[src/rtl/bfs_pkg.sv]
package bfs_pkg;

    localparam int DATA_W  = 32;
    localparam int ADDR_W  = 32;
    localparam int POS_W   = $clog2(DATA_W);
    localparam int BYTE_SH = 3;
    localparam int ALIGN_W = $clog2(DATA_W / 8);

    typedef logic [DATA_W-1:0] word_t;
    typedef logic [ADDR_W-1:0] addr_t;

    typedef struct packed {
        word_t mask;
        word_t value;
    } field_t;

    typedef struct packed {
        addr_t  addr;
        field_t fld;
    } job_t;

    typedef enum logic [1:0] {
        S_IDLE,
        S_RD_REQ,
        S_RD_WAIT,
        S_WR_REQ
    } seq_state_t;

    function automatic word_t merge_word(input word_t old_w, input field_t f);
        return (old_w & ~f.mask) | (f.value & f.mask);
    endfunction

endpackage

[src/rtl/bfs_mask_gen.sv]
module bfs_mask_gen
    import bfs_pkg::*;
(
    input  logic [POS_W-1:0] pos,
    input  logic [POS_W-1:0] width,
    input  word_t            data,
    output field_t           fld
);

    logic [POS_W:0] lo_edge;
    logic [POS_W:0] hi_edge;
    word_t          mask_w;
    word_t          shifted;

    assign lo_edge = {1'b0, pos};
    assign hi_edge = {1'b0, pos} + {1'b0, width};

    // Each bit decides on its own whether it lies in [pos, pos+width);
    // bits past the top of the word simply do not exist.
    genvar gi;
    generate
        for (gi = 0; gi < DATA_W; gi++) begin : g_bit
            localparam logic [POS_W:0] IDX = (POS_W+1)'(gi);
            assign mask_w[gi] = (IDX >= lo_edge) && (IDX < hi_edge);
        end
    endgenerate

    assign shifted = data << pos;

    always_comb begin
        fld.mask  = mask_w;
        fld.value = shifted & mask_w;
    end

endmodule

[src/rtl/bfs_addr_scale.sv]
module bfs_addr_scale
    import bfs_pkg::*;
(
    input  addr_t base,
    input  word_t bit_off,
    input  logic  bit_mode,
    output addr_t word_addr
);

    addr_t byte_addr;

    always_comb begin
        if (bit_mode)
            byte_addr = base + addr_t'(bit_off >> BYTE_SH);
        else
            byte_addr = base;
        word_addr = {byte_addr[ADDR_W-1:ALIGN_W], {ALIGN_W{1'b0}}};
    end

endmodule

[src/rtl/bfs_rmw_seq.sv]
module bfs_rmw_seq
    import bfs_pkg::*;
(
    input  logic  clk,
    input  logic  rst,
    input  logic  start,
    input  job_t  job,
    output logic  mem_req_valid,
    input  logic  mem_req_ready,
    output logic  mem_req_we,
    output addr_t mem_req_addr,
    output word_t mem_req_wdata,
    input  logic  mem_rsp_valid,
    input  word_t mem_rsp_data,
    output logic  mem_lock,
    output logic  done
);

    seq_state_t state_q;
    job_t       job_q;
    word_t      wdata_q;
    logic       done_q;

    always_ff @(posedge clk) begin
        if (rst) begin
            state_q <= S_IDLE;
            job_q   <= '0;
            wdata_q <= '0;
            done_q  <= 1'b0;
        end else begin
            done_q <= 1'b0;
            case (state_q)
                S_IDLE: begin
                    if (start) begin
                        job_q   <= job;
                        state_q <= S_RD_REQ;
                    end
                end
                S_RD_REQ: begin
                    if (mem_req_ready)
                        state_q <= S_RD_WAIT;
                end
                S_RD_WAIT: begin
                    if (mem_rsp_valid) begin
                        wdata_q <= merge_word(mem_rsp_data, job_q.fld);
                        state_q <= S_WR_REQ;
                    end
                end
                S_WR_REQ: begin
                    if (mem_req_ready) begin
                        state_q <= S_IDLE;
                        done_q  <= 1'b1;
                    end
                end
                default: state_q <= S_IDLE;
            endcase
        end
    end

    always_comb begin
        mem_req_valid = (state_q == S_RD_REQ) || (state_q == S_WR_REQ);
        mem_req_we    = (state_q == S_WR_REQ);
        mem_req_addr  = job_q.addr;
        mem_req_wdata = wdata_q;
        mem_lock      = (state_q != S_IDLE);
        done          = done_q;
    end

    // a stalled request keeps its address and direction
    a_r7_req_hold: assert property (@(posedge clk) disable iff (rst)
        (mem_req_valid && !mem_req_ready) |=>
            (mem_req_valid && $stable(mem_req_addr) && $stable(mem_req_we)));

    // every request is issued under the lock
    a_r8_lock_cover: assert property (@(posedge clk) disable iff (rst)
        mem_req_valid |-> mem_lock);

    // completion follows an accepted write and leaves the port free
    a_r9_done_after_write: assert property (@(posedge clk) disable iff (rst)
        done |-> (!mem_lock && $past(mem_req_valid && mem_req_we && mem_req_ready)));

    // the completion pulse lasts one cycle
    a_r9_done_single: assert property (@(posedge clk) disable iff (rst)
        done |=> !done);

    // bits outside the mask are carried over from the read word
    a_r3_unmasked_kept: assert property (@(posedge clk) disable iff (rst)
        (state_q == S_RD_WAIT && mem_rsp_valid) |=>
            ((mem_req_wdata & ~job_q.fld.mask) == ($past(mem_rsp_data) & ~job_q.fld.mask)));

    // every access is word aligned
    a_r4_aligned: assert property (@(posedge clk) disable iff (rst)
        mem_req_valid |-> (mem_req_addr[ALIGN_W-1:0] == '0));

    // nothing pending right after reset
    a_r11_reset_quiet: assert property (@(posedge clk)
        $past(rst) |-> (!mem_req_valid && !mem_lock && !done));

endmodule

[src/rtl/bitfield_store.sv]
module bitfield_store
    import bfs_pkg::*;
(
    input  logic              clk,
    input  logic              rst,
    input  logic              start,
    input  logic              bit_mode,
    input  logic [ADDR_W-1:0] base_ptr,
    input  logic [DATA_W-1:0] op_pos,
    input  logic [POS_W-1:0]  op_width,
    input  logic [DATA_W-1:0] op_data,
    output logic              mem_req_valid,
    input  logic              mem_req_ready,
    output logic              mem_req_we,
    output logic [ADDR_W-1:0] mem_req_addr,
    output logic [DATA_W-1:0] mem_req_wdata,
    input  logic              mem_rsp_valid,
    input  logic [DATA_W-1:0] mem_rsp_data,
    output logic              mem_lock,
    output logic              done
);

    logic [POS_W-1:0] sel_pos;
    logic [POS_W-1:0] sel_width;
    field_t           fld;
    addr_t            word_addr;
    job_t             job;

    // Position always comes from the low bits of the operand; bit mode
    // forces a one-bit field.
    assign sel_pos   = op_pos[POS_W-1:0];
    assign sel_width = bit_mode ? POS_W'(1) : op_width;

    bfs_mask_gen u_mask (
        .pos   (sel_pos),
        .width (sel_width),
        .data  (op_data),
        .fld   (fld)
    );

    bfs_addr_scale u_addr (
        .base      (base_ptr),
        .bit_off   (op_pos),
        .bit_mode  (bit_mode),
        .word_addr (word_addr)
    );

    always_comb begin
        job.addr = word_addr;
        job.fld  = fld;
    end

    bfs_rmw_seq u_seq (
        .clk           (clk),
        .rst           (rst),
        .start         (start),
        .job           (job),
        .mem_req_valid (mem_req_valid),
        .mem_req_ready (mem_req_ready),
        .mem_req_we    (mem_req_we),
        .mem_req_addr  (mem_req_addr),
        .mem_req_wdata (mem_req_wdata),
        .mem_rsp_valid (mem_rsp_valid),
        .mem_rsp_data  (mem_rsp_data),
        .mem_lock      (mem_lock),
        .done          (done)
    );

endmodule

[config.mk]
export PLATFORM = sky130hd
export DESIGN_NAME = bitfield_store
export DESIGN_NICKNAME = d
export VERILOG_FILES = /design/src/rtl/bfs_pkg.sv /design/src/rtl/bfs_mask_gen.sv /design/src/rtl/bfs_addr_scale.sv /design/src/rtl/bfs_rmw_seq.sv /design/src/rtl/bitfield_store.sv
export SDC_FILE = /design/constraint.sdc
export NUM_CORES = 1
export LEC_CHECK = 0
export CORE_ASPECT_RATIO = 1.5
export CORE_UTILIZATION = 40
export CTS_CLUSTER_SIZE = 14
export DETAILED_ROUTE_END_ITERATION = 6
export PLACE_DENSITY = 0.65
export SLEW_MARGIN = 20
export SYNTH_ARGS = -nofsm -noshare
export SYNTH_HDL_FRONTEND = slang
export SYNTH_HIERARCHICAL = 1
export SYNTH_SLANG_ARGS = --single-unit
[constraint.sdc]
create_clock -name clk -period 8.8 [get_ports clk]
set_input_delay 1.76 -clock clk [delete_from_list [all_inputs] [get_ports clk]]
set_output_delay 1.76 -clock clk [all_outputs]
set_load 0.05 [all_outputs]
* Yosys cells after proc, flatten, opt, wreduce, memory -nomap -nowiden
Cells that the tools add are included.
Storage, ports and cells: flip-flop bits (word level) 129, output and inout port bits 68, word-level logic and storage cells 133
Cells by class: add/subtract/negate cells 2, magnitude comparators 64, eq/ne operators 7, shift-type cells 1, multiplexer cells 8, bitwise logic cells 6, reduce and logical (&&, ||, !) cells 39
Operators with widths (number):
- $and 32x32->32 | 3
- $lt 5x6->1 const A | 16
- $ge 5x5->1 const A | 16
- $lt 4x6->1 const A | 8
- $ge 4x5->1 const A | 8
- $add 32x29->32 | 1
- $logic_and 1x1->1 | 32
- $mux 32 | 1
- $not 32->32 | 1
- $or 32x32->32 | 1
- $shl 32x5->32 | 1
- $lt 3x6->1 const A | 4
- $ge 3x5->1 const A | 4
- $lt 1x6->1 const A | 2
- $lt 2x6->1 const A | 2
- $ge 1x5->1 const A | 2
- $ge 2x5->1 const A | 2
- $mux 2 | 4
- $ne 2x2->1 const B | 4
- $pmux 2 s4 | 1
- $add 5x5->6 | 1
- $mux 5 | 1
- $eq 2x2->1 const B | 2
- $reduce_and 2->1 | 2
- other kinds (8) | 8

* Longest topological paths before layout
Gate-level depths: netlist of the first run.
depth in word-level cells 5, mapped depth 14, depth with buffers taken out 12

* Hierarchy
The synthesis of the first run kept the hierarchy.
By module, submodules not included:
- bfs_rmw_seq | times used 1, cells each 614, area each 5143.7 µm², seq. area each 2622.5 µm²
- bfs_mask_gen | times used 1, cells each 406, area each 2904.0 µm², seq. area each 0.0 µm²
- bfs_addr_scale | times used 1, cells each 204, area each 1644.1 µm², seq. area each 0.0 µm²
- bitfield_store | times used 1, cells each 5, area each 41.3 µm², seq. area each 0.0 µm²

* Worst setup path after synthesis of the first run
No wires, ideal clock.
kind input-to-reg, start point input port base_ptr[8], end point register u_seq.job_q, in the netlist u_seq/mem_req_addr[28], data arrival time 4090 ps, required time 8668 ps, path slack 4577 ps, cell stages on the path 11, cell sequence ha_1 -> and3_1 -> a221o_1 -> a311o_2 -> a211oi_4 -> o31ai_4 -> a211oi_2 -> xnor2_1 -> mux2_2 -> nand2_1 -> a21oi_1
Between the ends: longest elaborated chain between the ends 2
RTL lines:
- start, declared | line bitfield_store.sv:8 | input logic [ADDR_W-1:0] base_ptr,
- $add 32x29->32 | line bfs_addr_scale.sv:14 | byte_addr = base + addr_t'(bit_off >> BYTE_SH);
- $mux 32 | line bfs_addr_scale.sv:13 | if (bit_mode)
- via word_addr[28] | line bitfield_store.sv:26 | addr_t word_addr;
- end signal, assigned | line bfs_rmw_seq.sv:35 | job_q <= job;
- end, declared | line bfs_rmw_seq.sv:20 | job_t job_q;
The timed path passes the listed nets, and every way through them passes these cells. A chain may end at the register's enable or synchronous reset.

* Final worst setup path of the first run
start point input port op_pos[4], end point register u_seq.job_q, in the netlist u_seq/mem_req_addr[28]
Between the ends: longest elaborated chain between the ends 2
RTL lines:
- start, declared | line bitfield_store.sv:9 | input logic [DATA_W-1:0] op_pos,
- $add 32x29->32 | line bfs_addr_scale.sv:14
- $mux 32 | line bfs_addr_scale.sv:13
- via word_addr[28] | line bitfield_store.sv:26
The timed path passes the listed nets, and every way through them passes these cells.

==> metrics.md, run 1 <==
| Metric | Value |
|---|---|
| Final setup TNS | `0 ns` |
| FP Rows | `slightly below 70` |
| Vias in the first global route | `between 8000 and 9000` |
| Share of layout cells above drive strength 1 | `0.0979` |
| CTS Hold Bufs | `0` |
| Worst skew pair latency | `between 0.4 and 0.5 ns` |
| Setup Slack @ Placement | `about 3.5 ns` |
| Max FO, Critical Path | `31` |
| Status | `completed` |
| CTS tree | `done` |
| Fin. Hold Viols | `0` |
| PD cells | `209 nW/µm²` |
| Leak pwr | `4.43 nW` |
| Total die area | `around 25000 µm²` |
| Starting Density | `0.408` |
| Vias | `between 9000 and 10000` |
| Clock Tree Buf Depth | `2` |
| Crit path launch type | `primary input` |
| Register bit total from synthesis | `approximately 130` |
| Most instantiated cells after synthesis | `241 x nand2_1, 148 x a21oi_1, 131 x dfxtp_1` |
| Clock Sinks | `~130` |
| Worst min-delay path category | `reg2reg` |
| Critical path endpoint category | `register` |
| Most common cell in the netlist | `nand2_1` |
| Final net count | `1522` |
| Layout Cells excl Fill | `roughly 1700` |
| Residual DRC | `0` |
| Fmax | `roughly 200 MHz` |
| Post-route ant nets | `0` |
| Gr ovfl total | `0` |
| Final RePlAce weighted congestion | `0.945` |
| Share of the synthesized area in the top cell type | `0.269` |
| Final setup margin | `between 3 and 4 ns` |
| Die H | `about 190 µm` |
| Cell variety after synth | `between 70 and 80` |
| Final period util | `0.552` |
| Die X | `129 µm` |
| Max VDD drop | `about 0.13 mV` |
| Ranking of synthesized cells by area | `dfxtp_1 27%, nand2_1 9.3%, a21oi_1 7.6%` |
| Number of synthesized flops with an enable pin | `0` |
| Cts bufs inserted | `17` |
| Boundary Pins | `between 200 and 250` |
| Worst-Margin Slew | `1.11 ns` |
| ANT cells | `0` |
| First DRT Iteration DRCs | `657` |
| DR pass1 iterations | `5` |
| Critical path arrival | `5.14 ns` |
| RSZ-0062 raised after global routing | `false` |
| First-pass GRT wire length | `around 46000 µm` |
| Mapped Cells | `1229` |
| Asr flop ratio synth | `0` |
| WL final | `29600 µm` |
| HPWL Detailed | `21800 µm` |
| Slew HR | `0.249` |
| Critical path type | `in2reg` |
| Mean Syn Cell Area | `approximately 8 µm²` |
| Root buffer cell | `clkbuf_16` |
| Placeable Area | `23800 µm²` |
| DR vias/cell | `5.54` |
| Number of port buffers | `a little over 200` |
| Largest net degree at the start of global routing | `slightly above 100` |
| Cell taking the most area after synthesis | `dfxtp_1` |
| Cells after DPL | `1645` |
| Top FF cell, synth | `dfxtp_1` |
| Cell Area, Synth | `9730 µm²` |
| Final setup viols | `0` |
| Post-CTS sizing | `0` |
| Syn. warnings | `6` |
| Fin. max-slew vios | `0` |
| Syn-to-layout area delta | `24.3%` |
| Antenna violations before repair | `1` |
| Required time of the worst setup path | `9.08 ns` |
| CTS H-tree lvls | `4` |
| Worst Skew | `approximately 0.012 ns` |
| Register area share after synthesis | `0.269` |
| Post-CTS Setup Repair Bufs | `0` |
| Tmin final | `4.86 ns` |
| Wire per inst | `about 18 µm` |
| Maxcap violations | `0` |
| GR Util All Layers | `0.236` |
| Worst-path clk slew | `0.06 ns` |
## sequential cells by signal, indices dropped and copies added (netlist names)
signal / cells
u_seq/mem_req_wdata: 32
u_seq/mem_req_addr: 32
u_seq/state_q: 2
u_seq/done: 1
u_seq/job_q: 64
## through the flow
step	hold slack [ns]	power, W	utilization	instance area (µm²)
after floorplan	0.436	0.00160	-	9740
after global placement	0.442	0.00187	0.484	11500
after detailed placement	0.446	0.00188	0.484	11500
after CTS	0.455	0.00254	0.508	12100
after global routing	0.473	0.00267	0.508	12100
final	0.450	0.00253	0.508	12100
## routing by layer
metal | global-route usage | routed length (µm) | vias up
li1 | - | - | 4569
met1 | 0.277 | 12000 | 4343
met2 | 0.423 | 15000 | 309
met3 | 0.0290 | 1490 | 70
met4 | 0.114 | 1110 | 2
met5 | 0 | 13 | -
## report_power, final
group,total (W),internal (W),switching (W)
Combinational,0.00113,0.000407,0.000721
Clock,0.000659,0.000367,0.000292
Sequential,0.000743,0.000689,0.0000543
## final cells by class
| class | instances | area (µm²) |
|---|---|---|
| Clock buffer | 17 | 425 |
| Clock inverter | 15 | 124 |
| Fill cell | 2412 | 11700 |
| Inverter | 22 | 82.6 |
| Multi-Input combinational cell | 959 | 6350 |
| Sequential cell | 131 | 2620 |
| Tap cell | 319 | 399 |
| Timing Repair Buffer | 214 | 2100 |
## placed cells by master (no fill, tap or decap), types with 21 or more instances in the layout
cell and instances:
nand2_1 240, clkdlybuf4s50_1 201, a21oi_1 148, dfxtp_1 131
nor2_1 95, mux2i_1 67, mux2_2 44, a211oi_1 42
ha_1 37, o21ai_0 27, xnor2_1 22, inv_1 21
## logic make-up (layout without fill, tap and decap cells)
kind of cell / after synthesis / in the layout / synth area share
AND/OR/NAND/NOR: 432 / 432 / 0.189
AO/OA/AOI/OAI: 324 / 324 / 0.217
buffers and inverters: 140 / 268 / 0.0806
flip-flops: 131 / 131 / 0.269
multiplexers: 130 / 130 / 0.164
adder cells (fa/ha/maj): 38 / 38 / 0.0496
XOR/XNOR: 33 / 33 / 0.0297
other: 1 / 2 / 0.000385
## path summary, 6_finish.rpt
check / start / endpoint / slack [ns] / cells after the start
worst max-delay path: op_pos[4] / u_seq/mem_req_addr[28]$_SDFFE_PP0P_ / 3.94 / 13
worst max register to register: u_seq/state_q[0]$_SDFFE_PP0P_ / u_seq/job_q[45]$_SDFFE_PP0P_ / 6.59 / 6
worst min register to register: u_seq/mem_req_addr[27]$_SDFFE_PP0P_ / u_seq/mem_req_addr[27]$_SDFFE_PP0P_ / 0.45 / 2
worst min-delay path: u_seq/mem_req_addr[27]$_SDFFE_PP0P_ / u_seq/mem_req_addr[27]$_SDFFE_PP0P_ / 0.45 / 2
## critical path: stages
cell             delay, ns
clkdlybuf4s50_1       0.45
buf_4                 0.31
ha_1                  0.31
a31oi_1               0.27
a22oi_1               0.27
a311o_2               0.48
a211oi_4              0.38
o31ai_4               0.18
a211oi_2              0.23
xnor2_1               0.09
mux2_2                0.26
nand2_1               0.06
a21oi_1               0.08
Power figures use the tool's default switching activity.
==> run 2: changes to the inputs <==
Settings changed: PLACE_DENSITY 0.65 to 0.68.
Clock period 8.8 ns to 4.4 ns, I/O delays scaled along.
==> run 2 against run 1 <==
Power rose by 110%. Combinational power rose by 100%. Final cell count rose by 1.1%. Register-to-register slack got worse by 4.3 ns. Critical path depth fell by 1. Clock power rose by 120%. Die area did not move. Non-clock buffer count rose by 20. Wire length rose by 1.7%.
==> metrics.md, run 2 (same netlist as run 1, synthesis figures left out) <==
| Metric | Value |
|---|---|
| Status | `completed (unchanged)` |
| Clock Tree Buf Depth | `2 (unchanged)` |
| Critical Path Max Stage Delay | `0.42 ns (was 0.48 ns)` |
| CTS H-tree lvls | `4 (unchanged)` |
| Switching part of the total power | `0.404 (was 0.422)` |
| Wire per inst | `17.7 µm (was 17.6 µm)` |
| PD cells | `425 nW/µm² (was 209 nW/µm²)` |
| HPWL Detailed | `23100 µm (was 21800 µm)` |
| Cts bufs inserted | `17 (unchanged)` |
| Vias in the first global route | `9114 (was 8895)` |
| First-pass GRT wire length | `46800 µm (was 46000 µm)` |
| Fin. Hold Viols | `0 (unchanged)` |
| Sequential share of power | `0.284 (was 0.294)` |
| Cell family with most CP delay | `compound AO/OA/AOI/OAI gates (unchanged)` |
| Starting Density | `0.408 (unchanged)` |
| CTS Hold Bufs | `0 (unchanged)` |
| Worst-Margin Slew | `0.780 ns (was 1.11 ns)` |
| GR Util All Layers | `0.241 (was 0.236)` |
| Switch Pwr | `0.00211 W (was 0.00107 W)` |
| Fin. max-slew vios | `0 (unchanged)` |
| Tmin final | `~3.6 ns` |
| CP max stage cell | `clkdlybuf4s50_1 (was a311o_2)` |
| CP cell instances | `clkdlybuf4s50_1 > ha_1 > and3_1 > a221o_1 > a311o_2 > a211oi_4 > o31ai_4 > a211oi_2 > xnor2_1 > mux2_2 > nand2_1 > a21oi_1 (was clkdlybuf4s50_1 > buf_4 > ha_1 > a31oi_1 > a22oi_1 > a311o_2 > a211oi_4 > o31ai_4 > a211oi_2 > xnor2_1 > mux2_2 > nand2_1 > a21oi_1)` |
| Area of placed instances | `11700 µm² (was 11500 µm²)` |
| RSZ-0062 raised after global routing | `false (unchanged)` |
| Final net count | `1542 (was 1522)` |
| Min-delay src | `u_seq/mem_req_addr[7]$_SDFFE_PP0P_ (was u_seq/mem_req_addr[27]$_SDFFE_PP0P_)` |
| Worst skew pair latency | `0.42 ns (about the same)` |
| WL final | `30100 µm (was 29600 µm)` |
| Commonest non-fill, non-tap cell in the layout | `nand2_1 (unchanged)` |
| Die X | `129 µm (unchanged)` |
| Residual DRC | `0 (unchanged)` |
| Slew HR | `0.480 (was 0.249)` |
| Vias | `9284 (was 9293)` |
| CTS tree | `done (unchanged)` |
| Max FFs per register | `64 (unchanged)` |
| Maxcap violations | `0 (unchanged)` |
| R2R setup slack | `2.34 ns (was 6.59 ns)` |
| DR pass1 iterations | `5 (unchanged)` |
| Critical path arrival | `3.90 ns (was 5.14 ns)` |
| Final setup viols | `0 (unchanged)` |
| Root buffer cell | `clkbuf_16 (unchanged)` |
| Placeable Area | `23800 µm² (unchanged)` |
| Logic depth of the worst setup path including buffers | `12 (was 13)` |
| Crit path launch type | `primary input (unchanged)` |
| Clock Sinks | `131 (unchanged)` |
| Hold depth | `2 (unchanged)` |
| First DRT Iteration DRCs | `444 (was 657)` |
| Antenna violations before repair | `0 (was 1)` |
| Die H | `193 µm (unchanged)` |
| Critical path type | `in2reg (unchanged)` |
| Gr ovfl total | `0 (unchanged)` |
| CP Buf/Inv Count | `1 (was 2)` |
| Worst Skew | `0.00858 ns (was 0.0119 ns)` |
| Largest net degree at the start of global routing | `73 (was 101)` |
| FP Rows | `69 (unchanged)` |
| Max VDD drop | `0.236 mV (was 0.132 mV)` |
| R2R depth | `6 (unchanged)` |
| Boundary Pins | `207 (unchanged)` |
| Max FO, Critical Path | `6 (was 31)` |
| Final RePlAce weighted congestion | `0.968 (was 0.945)` |
| Comb power frac | `0.441 (was 0.446)` |
| Post-CTS Setup Repair Bufs | `0 (unchanged)` |
| Final setup TNS | `0 ns (unchanged)` |
| Clock power frac | `0.276 (was 0.261)` |
| Critical path endpoint category | `register (unchanged)` |
| Largest register by flop count | `u_seq/job_q (unchanged)` |
| Int Pwr | `0.00312 W (was 0.00146 W)` |
| DR vias/cell | `5.47 (was 5.54)` |
| Share of layout cells above drive strength 1 | `0.111 (was 0.0979)` |
| Post-CTS sizing | `0 (unchanged)` |
| Worst min-delay path category | `reg2reg (unchanged)` |
| Most frequent cells in the layout | `240 x nand2_1, 201 x clkdlybuf4s50_1, 148 x a21oi_1 (unchanged)` |
| Total die area | `25000 µm² (unchanged)` |
| Required time of the worst setup path | `4.67 ns (was 9.08 ns)` |
| Origin of the critical flop-to-flop path | `u_seq/state_q[1]$_SDFFE_PP0P_ (was u_seq/state_q[0]$_SDFFE_PP0P_)` |
| Fmax | `275 MHz` |
| Post-route ant nets | `0 (unchanged)` |
| RR Endpoint | `u_seq/job_q[57]$_SDFFE_PP0P_ (was u_seq/job_q[45]$_SDFFE_PP0P_)` |
| ANT cells | `0 (unchanged)` |
| Final Instance Area | `12300 µm² (was 12100 µm²)` |
| Final period util | `0.827` |
| Worst-path clk slew | `0.06 ns (about the same)` |
| Number of port buffers | `206 (unchanged)` |
| Syn-to-layout area delta | `26.6% (was 24.3%)` |
| Leak pwr | `4.56 nW (was 4.43 nW)` |
| Hold Path End | `u_seq/mem_req_addr[7]$_SDFFE_PP0P_ (was u_seq/mem_req_addr[27]$_SDFFE_PP0P_)` |
-- run 2: cell count changes in the layout (fill, tap and decap cells not counted) --
cell	previous run	this run
clkinv_2	2	0
o41ai_1	1	0
nand2_4	0	1
inv_6	4	3
buf_4	9	28
inv_8	2	0
clkinvlp_4	4	5
bufinv_16	0	3
o41ai_2	0	1
buf_12	0	1
nand2_8	1	0
-- run 2: worst reg2reg max path, stage by stage, from the launching register on --
cell     delay (ns)
dfxtp_1        0.35
inv_1          0.09
ha_1           0.24
and2_2         0.68
buf_12         0.36
nand2_1        0.12
a21oi_1        0.15
-- run 2: per-layer routing --
metal	up-vias	global-route usage	wire length, µm
li1	4616	-	-
met1	4332	0.268	11900
met2	273	0.447	15700
met3	63	0.0323	1320
met4	0	0.115	1140
met5	-	0	0
-- run 2: area by class of cell --
type	instances	area (µm²)
fillers	2419	11500
multi-input cells	959	6350
flip-flops and latches	131	2620
repair buffers	234	2260
clock buffers	17	425
well taps	319	399
clock inverters	14	180
inverters	22	82.6
-- run 2: worst max-delay path by stage --
stage | start | end | slack (ns)
after floorplan | base_ptr[8] | u_seq/mem_req_addr[28]$_SDFFE_PP0P_ | 1.06
after global placement | base_ptr[8] | u_seq/mem_req_addr[28]$_SDFFE_PP0P_ | 0.38
after detailed placement | base_ptr[8] | u_seq/mem_req_addr[28]$_SDFFE_PP0P_ | 0.33
after CTS | base_ptr[8] | u_seq/mem_req_addr[28]$_SDFFE_PP0P_ | 0.77
after global routing | base_ptr[8] | u_seq/mem_req_addr[25]$_SDFFE_PP0P_ | 0.61
final | base_ptr[8] | u_seq/mem_req_addr[28]$_SDFFE_PP0P_ | 0.76
-- run 2: per-stage QoR --
step	utilization	setup WS (ns)	instances	power, W	hold slack [ns]
global placement	0.491	0.381	1665	0.00379	0.442
finish	0.517	0.762	1696	0.00524	0.454
global route	0.517	0.609	1696	0.00551	0.469
CTS	0.517	0.772	1696	0.00527	0.454
floorplan	-	1.06	1230	0.00320	0.436
detailed placement	0.491	0.334	1665	0.00381	0.446
-- run 2: power groups by stage --
stage	logic (W)	registers [W]	clock network, W
after floorplan	0.00150	0.00170	0
after global placement	0.00228	0.00150	0
after detailed placement	0.00230	0.00151	0
after CTS	0.00231	0.00149	0.00147
after global routing	0.00249	0.00151	0.00152
final	0.00231	0.00149	0.00144
